--- src/rtl/pflash_window_pkg.sv ---
package pflash_window_pkg;

  localparam int unsigned CPU_AW_DEF  = 16;
  localparam int unsigned OFFS_W_DEF  = 14;
  localparam int unsigned PAGE_W_DEF  = 5;
  localparam int unsigned N_DEV_DEF   = 2;
  localparam int unsigned WIN0_DEF    = 2;

  // Window index of an address: the bits above the in-page offset.
  function automatic int unsigned win_index(input int unsigned addr,
                                            input int unsigned offs_w);
    return addr >> offs_w;
  endfunction

endpackage

--- src/rtl/pflash_rst_sync.sv ---
module pflash_rst_sync #(
  parameter int unsigned STAGES = 2
) (
  input  logic clk,
  input  logic rst_n,
  output logic rst_n_sync
);

  logic [STAGES-1:0] chain_q;
  logic [STAGES-1:0] chain_d;

  always_comb begin
    chain_d = {chain_q[STAGES-2:0], 1'b1};
  end

  always_ff @(posedge clk or negedge rst_n) begin
    if (!rst_n) begin
      chain_q <= '0;
    end else begin
      chain_q <= chain_d;
    end
  end

  assign rst_n_sync = chain_q[STAGES-1];

endmodule

--- src/rtl/pflash_page_reg.sv ---
module pflash_page_reg #(
  parameter int unsigned PAGE_W = 5
) (
  input  logic              clk,
  input  logic              rst_n,
  input  logic              load_n,
  input  logic [PAGE_W-1:0] page_in,
  output logic [PAGE_W-1:0] page_out
);

  logic [PAGE_W-1:0] page_q;
  logic [PAGE_W-1:0] page_d;
  logic              page_en;

  always_comb begin
    page_en = ~load_n;
    page_d  = page_q;
    if (page_en) begin
      page_d = page_in;
    end
  end

  always_ff @(posedge clk or negedge rst_n) begin
    if (!rst_n) begin
      page_q <= '0;
    end else if (page_en) begin
      page_q <= page_d;
    end
  end

  assign page_out = page_q;

endmodule

--- src/rtl/pflash_win_decode.sv ---
module pflash_win_decode #(
  parameter int unsigned CPU_AW = 16,
  parameter int unsigned OFFS_W = 14,
  parameter int unsigned N_DEV  = 2,
  parameter int unsigned WIN0   = 2
) (
  input  logic [CPU_AW-1:0] addr,
  output logic [N_DEV-1:0]  dev_sel
);

  localparam int unsigned WIN_W = CPU_AW - OFFS_W;

  logic [WIN_W-1:0] win;
  assign win = addr[CPU_AW-1:OFFS_W];

  for (genvar d = 0; d < N_DEV; d++) begin : g_dev
    localparam logic [WIN_W-1:0] MY_WIN = WIN_W'(WIN0 + d);
    assign dev_sel[d] = (win == MY_WIN);
  end

endmodule

--- src/rtl/pflash_strobe_gate.sv ---
module pflash_strobe_gate #(
  parameter int unsigned N_DEV = 2
) (
  input  logic [N_DEV-1:0] dev_sel,
  input  logic             rd_n,
  input  logic             wr_n,
  output logic [N_DEV-1:0] cs_n,
  output logic             oe_n,
  output logic             we_n
);

  logic any_sel;

  always_comb begin
    any_sel = |dev_sel;
    cs_n    = ~dev_sel;
    oe_n    = ~(any_sel & ~rd_n);
    we_n    = ~(any_sel & ~wr_n);
  end

endmodule

--- src/rtl/pflash_window.sv ---
module pflash_window
  import pflash_window_pkg::*;
#(
  parameter int unsigned CPU_AW = CPU_AW_DEF,
  parameter int unsigned OFFS_W = OFFS_W_DEF,
  parameter int unsigned PAGE_W = PAGE_W_DEF,
  parameter int unsigned N_DEV  = N_DEV_DEF,
  parameter int unsigned WIN0   = WIN0_DEF,
  localparam int unsigned FA_W  = PAGE_W + OFFS_W
) (
  input  logic              clk,
  input  logic              rst_n,
  input  logic [CPU_AW-1:0] cpu_addr,
  input  logic [PAGE_W-1:0] cpu_data,
  input  logic              page_wr_n,
  input  logic              rd_n,
  input  logic              wr_n,
  output logic [FA_W-1:0]   flash_addr,
  output logic [N_DEV-1:0]  cs_n,
  output logic              oe_n,
  output logic              we_n
);

  logic              rst_n_sync;
  logic [PAGE_W-1:0] page;
  logic [N_DEV-1:0]  dev_sel;

  pflash_rst_sync #(.STAGES(2)) i_rst_sync (
    .clk        (clk),
    .rst_n      (rst_n),
    .rst_n_sync (rst_n_sync)
  );

  pflash_page_reg #(.PAGE_W(PAGE_W)) i_page_reg (
    .clk      (clk),
    .rst_n    (rst_n_sync),
    .load_n   (page_wr_n),
    .page_in  (cpu_data),
    .page_out (page)
  );

  pflash_win_decode #(
    .CPU_AW (CPU_AW),
    .OFFS_W (OFFS_W),
    .N_DEV  (N_DEV),
    .WIN0   (WIN0)
  ) i_win_decode (
    .addr    (cpu_addr),
    .dev_sel (dev_sel)
  );

  pflash_strobe_gate #(.N_DEV(N_DEV)) i_strobe_gate (
    .dev_sel (dev_sel),
    .rd_n    (rd_n),
    .wr_n    (wr_n),
    .cs_n    (cs_n),
    .oe_n    (oe_n),
    .we_n    (we_n)
  );

  assign flash_addr = {page, cpu_addr[OFFS_W-1:0]};

endmodule

--- config.mk ---
export PLATFORM = sky130hd
export DESIGN_NAME = pflash_window
export DESIGN_NICKNAME = d
export VERILOG_FILES = /design/src/rtl/pflash_window_pkg.sv /design/src/rtl/pflash_rst_sync.sv /design/src/rtl/pflash_page_reg.sv /design/src/rtl/pflash_win_decode.sv /design/src/rtl/pflash_strobe_gate.sv /design/src/rtl/pflash_window.sv
export SDC_FILE = /design/constraint.sdc
export NUM_CORES = 1
export LEC_CHECK = 0
export BUFFER_PORTS_ARGS = -buffer_cell sky130_fd_sc_hd__buf_2
export CORE_AREA = 2 2 39 41
export DETAILED_ROUTE_END_ITERATION = 8
export DIE_AREA = 0 0 41 43
export PLACE_DENSITY = 0.74
export SLEW_MARGIN = 30
export SYNTH_ARGS = -nofsm -noshare
export SYNTH_HDL_FRONTEND = slang
export SYNTH_SLANG_ARGS = --single-unit
--- constraint.sdc ---
create_clock -name clk -period 0.8 [get_ports clk]
set_input_delay 0.08 -clock clk [delete_from_list [all_inputs] [get_ports clk]]
set_output_delay 0.08 -clock clk [all_outputs]
set_load 0.05 [all_outputs]
==> reports/qor.yml <==
dp_hpwl_microns: 512.3
r2r_slack_ns: 0.02
p_leak_nw: 0.2350
r2r_end: "i_page_reg.page_out[0]$_DFFE_PN0N_"
grt_pass1_vias: 225
ant_nets: 0
antenna_found_initial: 0
pwr-share-comb_pct: 28.9
finalPower_mw: 1.001
clock_latency_ns: 0.24
via_per_inst: 4.000
finalSetupViolCount: 5
die-width_microns: 41
crit_slowest_cell: "dfrtp_2"
floorplan.initialDensity_pct: 26.22
grt_max_degree: 6
core_sq_um: 1384
seq_area_frac_synth_pct: 48.28
area_delta_synth_final_pct: 29.66
postSynthRegisterBits: 7
skew_ns: 0.0006213
syn_avg_cell_area_sq_um: 11.70
final_cells: 58
crit_type: "register to primary output"
power.density_nw_per_um2: 2128
worstRegToRegCells: 1
timing.rr.start: "i_page_reg.page_out[0]$_DFFE_PN0N_"
synth_cells: 31
crit_arrival_ns: 0.79
filler_cell_count: 139
max-vdd-ir-drop_mv: 0.3964
synth_top_cell_by_area: "dfrtp_1"
switchingPower_mw: 0.3026
postCtsSetupBuffers: 0
fin_ws_ns: -0.07356
cp-end-kind: "primary output"
totalWireLength_microns: 642
cts_made_buffers: 3
clkTransAtPathRegs_ns: 0.05
synth_nets: 57
cts_root_buf: "clkbuf_4"
drtPass1Iterations: 1
grt_use_total_pct: 7.669
io_buffers: 20
intPower_mw: 0.6985
ios: 49
synthTopCellsByArea: "dfrtp_1, buf_4, mux2_2"
drive_gt1_share_pct: 78.57
cts_tree: "done"
grt_remaining_overflow: 0
synthDistinctLibCells: 6
diodes: 0
initialDrtViolationCount: 0
drv_cap: 0
start_kind: "register"
crit_buf_inv: 1
fin_crit_sh_pct: 109.2
layout_min_cycle_time_ns: 0.8736
drv_slew: 0
cp_cell_sequence: "buf_6"
status: "finished with violations"
final_common_cell: "buf_2"
nets: 69
cts_max_path_buffers: 2
die_y_microns: 43
die_area_sq_um: 1763
vias: 232
swShare_pct: 30.23
yosys_warnings: 0
cts.htree.levels: 1
critPathTopFamily: "flip-flops"
syn-cell-area_sq_um: 362.8
cp_max_fo: 2
critPathMaxStageDelay_ns: 0.40
drc_errors: 0
clockPowerShare_pct: 29.9
dp_cells: 53
wl_per_cell_microns: 11.07
fmax_mhz: 1145
pwr-share-seq_pct: 41.2
final_core_util_pct: 34.00
std_cell_rows: 14
globalplace.congestion: 0.6355
grt_pass1_wl_microns: 807
synth_top_area_share_pct: 48.28
cts_num_sinks: 7
final_cell_mix: "buf_2, mux2_4, dfrtp_2, buf_6"
rsz0062_at_grt: "true"
hold_viol_final: 0
violations: "setup timing"
holdCritPathClass: "register to asynchronous set/reset pin"
required_ns: 0.72
[metal layers]
metal  routed length (microns)  vias up  GRT usage [%]
met3                       136        0          2.618
met2                       316       24          13.44
met4                         0        0          10.67
met1                       189      104          3.922
met5                         0        -              0
li1                          -      104              -
[how the worst max path moves through the flow]
stage	depth (start not counted)	start	endpoint	slack (ns)
global placement	1	i_page_reg.page_out[2]$_DFFE_PN0N_	i_page_reg.page_out[2]$_DFFE_PN0N_	0.05
floorplan	1	i_page_reg.page_out[0]$_DFFE_PN0N_	i_page_reg.page_out[0]$_DFFE_PN0N_	-0.1
global route	1	i_page_reg.page_out[4]$_DFFE_PN0N_	flash_addr[18]	-0.10
detailed placement	1	i_page_reg.page_out[0]$_DFFE_PN0N_	i_page_reg.page_out[0]$_DFFE_PN0N_	0.04
CTS	1	i_page_reg.page_out[1]$_DFFE_PN0N_	flash_addr[15]	-0.09
finish	1	i_page_reg.page_out[0]$_DFFE_PN0N_	flash_addr[14]	-0.07
[state kept, by name, indices dropped and copies added, names as in the netlist]
signal and cells:
i_rst_sync.chain_q 2, i_page_reg.page_out 5
[logic make-up (layout without fill, tap and decap cells)]
family | Yosys count | after routing | share of synthesized area (%)
DFF | 7 | 7 | 48.28
muxes | 5 | 5 | 15.52
buffers and inverters | 14 | 25 | 28.97
other | 1 | 1 | 1.033
and+or+nand+nor | 4 | 4 | 6.206
[synthesized netlist by cell type]
master     n
conb_1     1
nand2_1    1
nand2b_1   3
buf_4     14
dfrtp_1    7
mux2_2     5
[power by group through the flow]
stage | clock (mW) | combinational [mW] | sequential (mW)
2_1_floorplan | 0 | 0.276 | 0.504
3_3_place_gp | 0 | 0.253 | 0.410
3_5_place_dp | 0 | 0.255 | 0.412
4_1_cts | 0.318 | 0.291 | 0.413
5_1_grt | 0.334 | 0.305 | 0.417
6_report | 0.299 | 0.289 | 0.412
[what timing repair did]
item,CTS,global route
hold endpoints to repair,2,0
cloned,0,0
hold buffers,1,0
gates resized for setup,10,0
endpoints found under the setup margin,5,5
[per-stage QoR]
| stage | TNS, ns | setup WS (ns) | cell area, sq um | hold slack, ns |
|---|---|---|---|---|
| 2_1_floorplan | -0.4999 | -0.09998 | 387.9 | -0.2156 |
| 3_3_place_gp | 0 | 0.04759 | 402.9 | -0.1322 |
| 3_5_place_dp | 0 | 0.03968 | 402.9 | -0.1348 |
| 4_1_cts | -0.4303 | -0.08709 | 470.5 | 0.06704 |
| 5_1_grt | -0.4964 | -0.1039 | 470.5 | 0.06402 |
| 6_report | -0.3612 | -0.07356 | 470.5 | 0.07209 |
[final cells by class]
class	count	area [sq um]	share of cell area, %
Clock buffer	4	26.28	5.585
Tap cell	16	20.02	4.255
Timing Repair Buffer	21	141.4	30.05
Sequential cell	7	181.4	38.56
Multi-Input combinational cell	10	101.3	21.54
No activity file was read; power rests on OpenSTA's default activity.
